## config.mk

```make
export PLATFORM = sky130hd
export DESIGN_NAME = sem_unit
export DESIGN_NICKNAME = d
export VERILOG_FILES = /design/src/rtl/sem_pkg.sv /design/src/rtl/sem_rr_arb.sv /design/src/rtl/sem_bank.sv /design/src/rtl/sem_alu.sv /design/src/rtl/sem_unit.sv
export SDC_FILE = /design/constraint.sdc
export NUM_CORES = 1
export LEC_CHECK = 0
export ABC_CLOCK_PERIOD_IN_PS = 12400
export BUFFER_PORTS_ARGS = -buffer_cell sky130_fd_sc_hd__buf_2
export CAP_MARGIN = 30
export CORE_MARGIN = 5
export CORE_UTILIZATION = 55
export CTS_CLUSTER_SIZE = 28
export DETAILED_ROUTE_END_ITERATION = 7
export HOLD_SLACK_MARGIN = 0.08
export PLACE_DENSITY = 0.73
export RECOVER_POWER = 25
export SLEW_MARGIN = 40
export SYNTH_ARGS = -nofsm -noshare
export SYNTH_HDL_FRONTEND = slang
export SYNTH_SLANG_ARGS = --single-unit
```

## constraint.sdc

```tcl
create_clock -name clk -period 12.4 [get_ports clk]
set_clock_uncertainty 0.2 [all_clocks]
set_input_delay 0.62 -clock clk [delete_from_list [all_inputs] [get_ports clk]]
set_output_delay 0.62 -clock clk [all_outputs]
set_load 0.05 [all_outputs]
```

## src/rtl/sem_pkg.sv

```systemverilog
package sem_pkg;
   typedef enum logic [1:0] {
      CC_ZERO = 2'b00,
      CC_POS  = 2'b01,
      CC_NEG  = 2'b10
   } sem_cc_e;

   typedef enum logic {
      OP_INC_TEST = 1'b0,
      OP_TEST_DEC = 1'b1
   } sem_op_e;
endpackage

```

## src/rtl/sem_rr_arb.sv

```systemverilog
module sem_rr_arb #(
   parameter int NPORT = 2,
   localparam int PW = (NPORT > 1) ? $clog2(NPORT) : 1
) (
   input  logic             clk,
   input  logic             rst,
   input  logic [NPORT-1:0] req,
   output logic [NPORT-1:0] gnt,
   output logic [PW-1:0]    gnt_id,
   output logic             gnt_any
);
   logic [PW-1:0] ptr_q;

   always_comb begin
      gnt     = '0;
      gnt_id  = '0;
      gnt_any = 1'b0;
      for (int k = 0; k < NPORT; k++) begin
         int c;
         c = int'(ptr_q) + k;
         if (c >= NPORT) c = c - NPORT;
         if (!gnt_any && req[c]) begin
            gnt[c]  = 1'b1;
            gnt_id  = PW'(c);
            gnt_any = 1'b1;
         end
      end
   end

   always_ff @(posedge clk) begin
      if (rst) begin
         ptr_q <= '0;
      end else if (gnt_any) begin
         if (int'(gnt_id) == NPORT - 1) ptr_q <= '0;
         else                            ptr_q <= gnt_id + PW'(1);
      end
   end
endmodule

```

## src/rtl/sem_bank.sv

```systemverilog
module sem_bank #(
   parameter int NUM_SEM = 16,
   parameter int CNT_W   = 16,
   localparam int IDX_W  = (NUM_SEM > 1) ? $clog2(NUM_SEM) : 1
) (
   input  logic                    clk,
   input  logic                    rst,
   input  logic [IDX_W-1:0]        rd_idx,
   output logic signed [CNT_W-1:0] rd_val,
   input  logic                    wr_en,
   input  logic [IDX_W-1:0]        wr_idx,
   input  logic signed [CNT_W-1:0] wr_val
);
   logic signed [CNT_W-1:0] cnt_q [NUM_SEM];

   for (genvar g = 0; g < NUM_SEM; g++) begin : g_cnt
      always_ff @(posedge clk) begin
         if (rst)                                  cnt_q[g] <= '1;
         else if (wr_en && wr_idx == IDX_W'(g))    cnt_q[g] <= wr_val;
      end
   end

   always_comb begin
      rd_val = '1;
      for (int i = 0; i < NUM_SEM; i++)
         if (rd_idx == IDX_W'(i)) rd_val = cnt_q[i];
   end
endmodule

```

## src/rtl/sem_alu.sv

```systemverilog
module sem_alu
   import sem_pkg::*;
#(
   parameter int CNT_W = 16
) (
   input  sem_op_e                 op,
   input  logic signed [CNT_W-1:0] cur,
   output logic signed [CNT_W-1:0] nxt,
   output sem_cc_e                 cc,
   output logic                    ovf
);
   localparam logic signed [CNT_W-1:0] CMAX = {1'b0, {(CNT_W-1){1'b1}}};

   function automatic sem_cc_e code_of(logic signed [CNT_W-1:0] v);
      if (v == '0)      return CC_ZERO;
      else if (v[CNT_W-1]) return CC_NEG;
      else              return CC_POS;
   endfunction

   always_comb begin
      ovf = 1'b0;
      if (op == OP_INC_TEST) begin
         if (cur == CMAX) begin
            nxt = CMAX;
            ovf = 1'b1;
         end else begin
            nxt = cur + CNT_W'(1);
         end
         cc = code_of(nxt);
      end else begin
         nxt = cur - CNT_W'(1);
         cc  = code_of(cur);
      end
   end
endmodule

```

## src/rtl/sem_unit.sv

```systemverilog
module sem_unit
   import sem_pkg::*;
#(
   parameter int NPORT   = 2,
   parameter int NUM_SEM = 16,
   parameter int CNT_W   = 16,
   localparam int IDX_W  = (NUM_SEM > 1) ? $clog2(NUM_SEM) : 1,
   localparam int PW     = (NPORT > 1) ? $clog2(NPORT) : 1
) (
   input  logic                   clk,
   input  logic                   rst,
   input  logic [NPORT-1:0]       req_valid,
   output logic [NPORT-1:0]       req_ready,
   input  logic [NPORT-1:0]       req_op,
   input  logic [NPORT*IDX_W-1:0] req_idx,
   output logic [NPORT-1:0]       rsp_valid,
   output logic [2*NPORT-1:0]     rsp_cc,
   output logic [NPORT-1:0]       rsp_ovf
);
   if (NPORT < 1)   $error("sem_unit: NPORT must be at least 1");
   if (NUM_SEM < 1) $error("sem_unit: NUM_SEM must be at least 1");
   if (CNT_W < 3)   $error("sem_unit: CNT_W must be at least 3");

   logic [NPORT-1:0]        gnt;
   logic [PW-1:0]           gnt_id;
   logic                    gnt_any;
   logic [IDX_W-1:0]        sel_idx;
   sem_op_e                 sel_op;
   logic signed [CNT_W-1:0] cur_val, nxt_val;
   sem_cc_e                 cc_new;
   logic                    ovf_new;

   sem_rr_arb #(.NPORT(NPORT)) u_arb (
      .clk(clk), .rst(rst), .req(req_valid),
      .gnt(gnt), .gnt_id(gnt_id), .gnt_any(gnt_any)
   );

   always_comb begin
      sel_idx = '0;
      sel_op  = OP_INC_TEST;
      for (int p = 0; p < NPORT; p++) begin
         if (gnt_id == PW'(p)) begin
            sel_idx = req_idx[p*IDX_W +: IDX_W];
            sel_op  = sem_op_e'(req_op[p]);
         end
      end
   end

   sem_bank #(.NUM_SEM(NUM_SEM), .CNT_W(CNT_W)) u_bank (
      .clk(clk), .rst(rst),
      .rd_idx(sel_idx), .rd_val(cur_val),
      .wr_en(gnt_any), .wr_idx(sel_idx), .wr_val(nxt_val)
   );

   sem_alu #(.CNT_W(CNT_W)) u_alu (
      .op(sel_op), .cur(cur_val), .nxt(nxt_val), .cc(cc_new), .ovf(ovf_new)
   );

   assign req_ready = gnt;

   for (genvar p = 0; p < NPORT; p++) begin : g_rsp
      always_ff @(posedge clk) begin
         if (rst) begin
            rsp_valid[p]      <= 1'b0;
            rsp_cc[2*p +: 2]  <= CC_ZERO;
            rsp_ovf[p]        <= 1'b0;
         end else begin
            rsp_valid[p] <= gnt[p];
            if (gnt[p]) begin
               rsp_cc[2*p +: 2] <= cc_new;
               rsp_ovf[p]       <= ovf_new;
            end
         end
      end
   end
endmodule

```

---- Word level (Yosys, flattened, before mapping) ----
Memories as Yosys holds them, arrays and structs flattened.
Index checks and enable logic that the tools add are counted.
cells by class
  add/subtract/negate cells ............... 6
  multipliers ............................. 0
  divide/modulo/power cells ............... 0
  magnitude comparators ................... 6
  equality and inequality tests ........... 16
  shift-type cells ........................ 0
  muxes and demuxes ....................... 113
  bitwise logic cells ..................... 17
  reductions and logical operators ........ 23
operators by type and width
  kind                     number
  $mux W16                 35
  $mux W1                  66
  $ge A32 B1 Y1 const B    2
  $lt A32 B3 Y1 const B    2
  $mux W32                 2
  $eq A4 B4 Y1 const B     8
  $ge A32 B3 Y1 const B    1
  $logic_not A16 Y1        2
  $sub A32 B3 Y32 const B  1
  $logic_and A1 B1 Y1      19
  $add A16 B2 Y16 const B  1
  $eq A16 B16 Y1 const B   1
  $eq A4 B3 Y1 const B     4
  $or A1 B1 Y1             16
  $sub A16 B2 Y16 const B  1
  $mux W2                  7
  $eq A4 B2 Y1 const B     2
  $eq A4 B1 Y1 const B     1
  $logic_not A4 Y1         1
  $mux W4                  1
  $sub A1 B2 Y3 const B    1
  $add A1 B1 Y2 const B    1
  $demux W1 S1             2
  $ge A1 B2 Y1 const B     1
  other kinds (3)          3
storage, ports and cells
  register bits after elaboration ......... 9
  latch bits .............................. 0
  RAM bits ................................ 256
  ROM bits ................................ 0
  input bits .............................. 14
  output and inout bits ................... 10
  logic and storage cells ................. 189
  memories kept ........................... 1
memories
  name          depth  width  rd ports  clocked after memory_dff  write ports  RTL line        source
  u_bank.cnt_q  16     16     16        0                         16           sem_bank.sv:14  logic signed [CNT_W-1:0] cnt_q [NUM_SEM];

---- Longest topological paths before layout ----
  depth in word-level cells ............... 33
  gate-level depth with buffers ........... 24
  depth with buffers taken out ............ 17

---- Modules after synthesis ----
Synthesis repeated with hierarchy kept, for this count alone.
second synthesis, totals
  cells, all modules ...................... 1166
  area total of the unflattened synthesis .. 13888.3 um^2
modules (own cells, without submodules)
  module      times used  cells each  area each (um^2)  sequential area each (um^2)
  sem_bank    1           967         12498.2           7687.4
  sem_alu     1           164         1003.5            0.0
  sem_unit    1           27          311.5             160.2
  sem_rr_arb  1           8           75.1              20.0

---- Worst setup path before layout ----
OpenSTA, ideal clock, no wires.
  path kind ............................... input to register
  from .................................... input req_idx[3]
  to ...................................... register rsp_cc[0]
  setup time .............................. 126 ps
  arrival time ............................ 4666 ps
  data required time ...................... 12074 ps
  setup slack ............................. 7408 ps
  cell stages on the path ................. 16
  buffers on the path ..................... 2
  cell sequence ........................... buf_2 -> nand2b_1 -> buf_1 -> a211oi_1 -> or2_1 -> a2111o_1 -> or3_1 -> o311a_4 -> inv_2 -> ha_1 -> nand4_1 -> nor4_1 -> mux2_2 -> or4_1 -> o2bb2ai_1 -> nor3_1
on the way
  longest elaborated chain between the ends .. 24
  elaborated cells between the ends (all ways) .. 44
  classes of those cells .................. add/sub: 1; eq/ne: 16; mux: 24; reduce/logical: 3
RTL lines
  item                                               RTL line                      source
  start, declared                                    sem_unit.sv:15                input logic [NPORT*IDX_W-1:0] req_idx,
  $mux W4 *                                          sem_unit.sv:42                if (gnt_id == PW'(p)) begin
  $logic_not A4 Y1                                   sem_bank.sv:26                if (rd_idx == IDX_W'(i)) rd_val = cnt_q[i];
  $mux W16 (15 in a row)                             sem_bank.sv:26
  $mux W16 *                                         sem_bank.sv:26
  $add A16 B2 Y16 or $eq A16 B16 Y1 (tied branches)  sem_alu.sv:27, sem_alu.sv:23
  $mux W16                                           sem_alu.sv:23                 if (cur == CMAX) begin
  $mux W16                                           sem_alu.sv:22                 if (op == OP_INC_TEST) begin
  $logic_not A16 Y1 or $mux W2 (tied branches)       sem_alu.sv:15, sem_alu.sv:16
  $mux W2                                            sem_alu.sv:15                 if (v == '0) return CC_ZERO;
  $mux W2 *                                          sem_alu.sv:22
  end signal, assigned by index                      sem_unit.sv:70                rsp_cc[2*p +: 2] <= cc_new;
  end, declared                                      sem_unit.sv:17                output logic [2*NPORT-1:0] rsp_cc,
Every way passes the cells marked *; elsewhere a longest branch is shown, timed or not. The select of a mux whose other input is x is not followed.
A chain may end at the register's enable or synchronous reset.

==> flow_metrics.env <==
export IMPL_pin_count=24
export IMPL_worst_r2r_path_depth=14
export IMPL_violations="design-rule violations, max-capacitance violations, max-slew violations"
export IMPL_ir_drop_v=0.000108
export IMPL_cts_num_sinks=265
export IMPL_synth_edf_count=256
export IMPL_die_width_um=168
export IMPL_clkTransAtPathRegs_ns=0.06
export IMPL_dpl_instance_area_um2=14200
export IMPL_whs_path_depth=3
export IMPL_die_area_um2=28400
export IMPL_synthSimpleGateAreaFrac_pct=18.1
export IMPL_synth_top_family_by_area="compound AO/OA/AOI/OAI gates"
export IMPL_grt_pass1_wl_um=70000
export IMPL_hp_class="in -> reg"
export IMPL_root_buffer="clkbuf_16"
export IMPL_final_area_um2=15200
export IMPL_critical_path_class="in -> reg"
export IMPL_ctsLongestPathBuffers=3
export IMPL_syn_to_final_growth_pct=9.96
export IMPL_fillers=2077
export IMPL_arrival_ns=8.39
export IMPL_synth_ff_type="edfxtp_1"
export IMPL_combPwrFrac_pct=17.8
export IMPL_multi_input_area_um2=5570
export IMPL_grt_util_all_layers_pct=33.1
export IMPL_max_slew_margin_pct=-56.4
export IMPL_max_stage_delay_ns=1.64
export IMPL_cts_setup_buffers=0
export IMPL_antenna_found_initial=1
export IMPL_muxShareOfSynthArea_pct=1.41
export IMPL_yosys_warnings=0
export IMPL_postSynth_asyncResetShare_pct=0
export IMPL_synth_xor_area_share_pct=1.08
export IMPL_drt_drc_violations_left=5
export IMPL_synth_compound_area_share_pct=18.5
export IMPL_start_kind="input port"
export IMPL_period_minus_slack_ns=8.18
export IMPL_via_per_inst=6.96
export IMPL_pre_cts_slack_ns=5.44
export IMPL_gr_total_overflow=0
export IMPL_die_y_um=168
export IMPL_htreeDepth=1
export IMPL_layout_cells_most_common_list="nand2_1, edfxtp_1, a21oi_1, nor2_1, o21ai_0"
export IMPL_leakage_nw=4.25
export IMPL_cp_end_kind="register"
export IMPL_cp_common_cell="nand2_1"
export IMPL_numCtsBuffers=29
export IMPL_rows=58
export IMPL_synth_area_leaders="edfxtp_1, nand2_1, a21oi_1"
export IMPL_nets=1325
export IMPL_clock_fmax_mhz=122
export IMPL_cp_slowest_cell="clkbuf_1"
export IMPL_drtIter0Drc=2289
export IMPL_yosysTopAreaCellShare_pct=55.7
export IMPL_p_seq_share_pct=43.3
export IMPL_required_ns=12.61
export IMPL_p_sw_w=0.000695
export IMPL_ctsHoldBuffers=0
export IMPL_ant_nets=0
export IMPL_hold_viol_final=0
export IMPL_cts_resized_gates=0
export IMPL_synth_fp_nets=1341
export IMPL_finalSetupViolations=0
export IMPL_seq_area_frac_synth_pct=57.0
export IMPL_worstSkewPairLatency_ns=0.56
export IMPL_outcome="complete, but fails checks"
export IMPL_synth_adder_area_share_pct=0.181
export IMPL_sw_frac_of_total_pct=30.1
export IMPL_clkPwrFrac_pct=38.9
export IMPL_p_per_area_nw_per_um2=152
export IMPL_max_slew_worst_pin_slew_ns=2.35
export IMPL_grt_pass1_vias=10600
export IMPL_initial_utilization_pct=55.3
export IMPL_first_pass_iters=8
export IMPL_setup_tns_final_ns=0
export IMPL_rsz0062_at_grt="no"
export IMPL_netlist_instances=1325
export IMPL_grt_max_degree=58
export IMPL_finalCritPeriodShare_pct=66.0
export IMPL_dp_hpwl_um=32900
export IMPL_fp_coreArea_um2=25000
export IMPL_synth_seq_cells=265
export IMPL_synth_largest_area_cell="edfxtp_1"
export IMPL_antenna_cells=0
export IMPL_cap_violations=1
export IMPL_setup_ws_ns=4.22
export IMPL_syn_avg_cell_area_um2=10.4
export IMPL_seq_area_um2=7870
export IMPL_crit_fanout=57
export IMPL_drv_slew=58
export IMPL_drive_gt1_share_pct=10.7
export IMPL_synth_distinct_cells=90
export IMPL_worstPathCellList="clkbuf_1 > nand2_1 > inv_2 > a22o_1 > a21oi_1 > a2111oi_1 > o32a_1 > a21boi_1 > nand4_1 > or3_1 > nand2_1 > o32a_1 > o221ai_4 > nand2_1"
export IMPL_cts_tree="yes"
export IMPL_synth_cell_area_um2=13800
export IMPL_vias=11600
export IMPL_io_buffers=23
export IMPL_place_congestion=1.02
export IMPL_finalWirelength_um=48100
export IMPL_p_int_w=0.00161
export IMPL_routedWlPerCell_um=29.0
export IMPL_final_common_cell="nand2_1"
## state kept, by name, indices dropped and copies added (netlist names)
signal / flops
rsp_cc: 4
u_arb.ptr_q: 1
rsp_ovf: 2
rsp_valid: 2
u_bank.cnt_q: 256
## layer usage
layer | global-route usage (%) | vias up | part of all wire (%)
li1 | - | 4950 | -
met1 | 48.3 | 5602 | 39
met2 | 49.0 | 876 | 43
met3 | 6.46 | 140 | 13
met4 | 13.7 | 2 | 4.9
met5 | 0 | - | 0.027
## worst paths after layout
path	slack, ns	end	from
max	4.22	u_bank.cnt_q[0][51]	req_valid[1]
min	0.21	rsp_ovf[1]	req_op[1]
max reg2reg	5.50	u_bank.cnt_q[0][51]	u_arb.ptr_q
min reg2reg	0.28	rsp_cc[1]	rsp_cc[1]
## cells by family after synthesis
kind of cell,after synthesis
and+or+nand+nor,559
AOI/OAI and AO/OA,352
DFF,265
buffers and inverters,112
muxes,18
xor gates and xnor gates,17
adders and majority gates,2
## power groups by stage
stage,combinational (W),sequential [W],clock [W]
4_1_cts,0.000396,0.00100,0.000893
5_1_grt,0.000426,0.00100,0.000930
3_3_place_gp,0.000383,0.00102,0
3_5_place_dp,0.000394,0.00102,0
2_1_floorplan,0.000239,0.00102,0
6_report,0.000410,0.00100,0.000897
## worst max-delay path, delay by kind of cell
| family | cells | cell delay [ns] |
|---|---|---|
| and+or+nand+nor | 5 | 2.32 |
| AOI/OAI and AO/OA | 7 | 3.01 |
| buffers and inverters | 2 | 2.38 |
## synthesized netlist by cell type (5+ instances only)
| master | number |
|---|---|
| a21boi_0 | 21 |
| a211o_1 | 11 |
| a222oi_1 | 15 |
| buf_4 | 8 |
| o31ai_1 | 5 |
| a31oi_1 | 8 |
| o211ai_1 | 9 |
| nor2b_1 | 6 |
| nand2_1 | 333 |
| a31o_2 | 5 |
| o2bb2ai_1 | 7 |
| o221ai_1 | 10 |
| dfxtp_1 | 9 |
| nand2b_1 | 12 |
| or3_1 | 10 |
| a211oi_1 | 20 |
| clkbuf_1 | 57 |
| xnor2_1 | 10 |
| nor2_1 | 63 |
| nor3_1 | 10 |
| buf_2 | 25 |
| nand3_1 | 25 |
| o21a_1 | 9 |
| a22oi_1 | 7 |
| inv_1 | 13 |
| xor2_1 | 7 |
| o22a_1 | 5 |
| nor4_1 | 6 |
| edfxtp_1 | 256 |
| o21ai_0 | 44 |
| o21ai_1 | 6 |
| a21oi_1 | 63 |
| and2_1 | 17 |
| o22ai_1 | 26 |
| mux2i_1 | 15 |
| o21bai_1 | 6 |
| nand4_1 | 29 |
| a21o_1 | 23 |
| and3_1 | 23 |
## layout make-up
class	count	area share (%)
flip-flops and latches	265	51.8
clock inverters	24	1.66
inverters	16	0.396
clock buffers	30	4.80
multi-input cells	948	36.7
repair buffers	49	1.94
well taps	330	2.72
## stage by stage
step / util [%] / cells / total power [W] / hold WS [ns]
3_5_place_dp: 56.9 / 1607 / 0.00141 / 0.276
5_1_grt: 60.8 / 1662 / 0.00236 / 0.217
3_3_place_gp: 56.5 / 1607 / 0.00140 / 0.259
4_1_cts: 60.8 / 1661 / 0.00229 / 0.209
6_report: 60.8 / 1662 / 0.00231 / 0.207
2_1_floorplan: - / 1325 / 0.00126 / 0.283
Power figures use the tool's default switching activity.
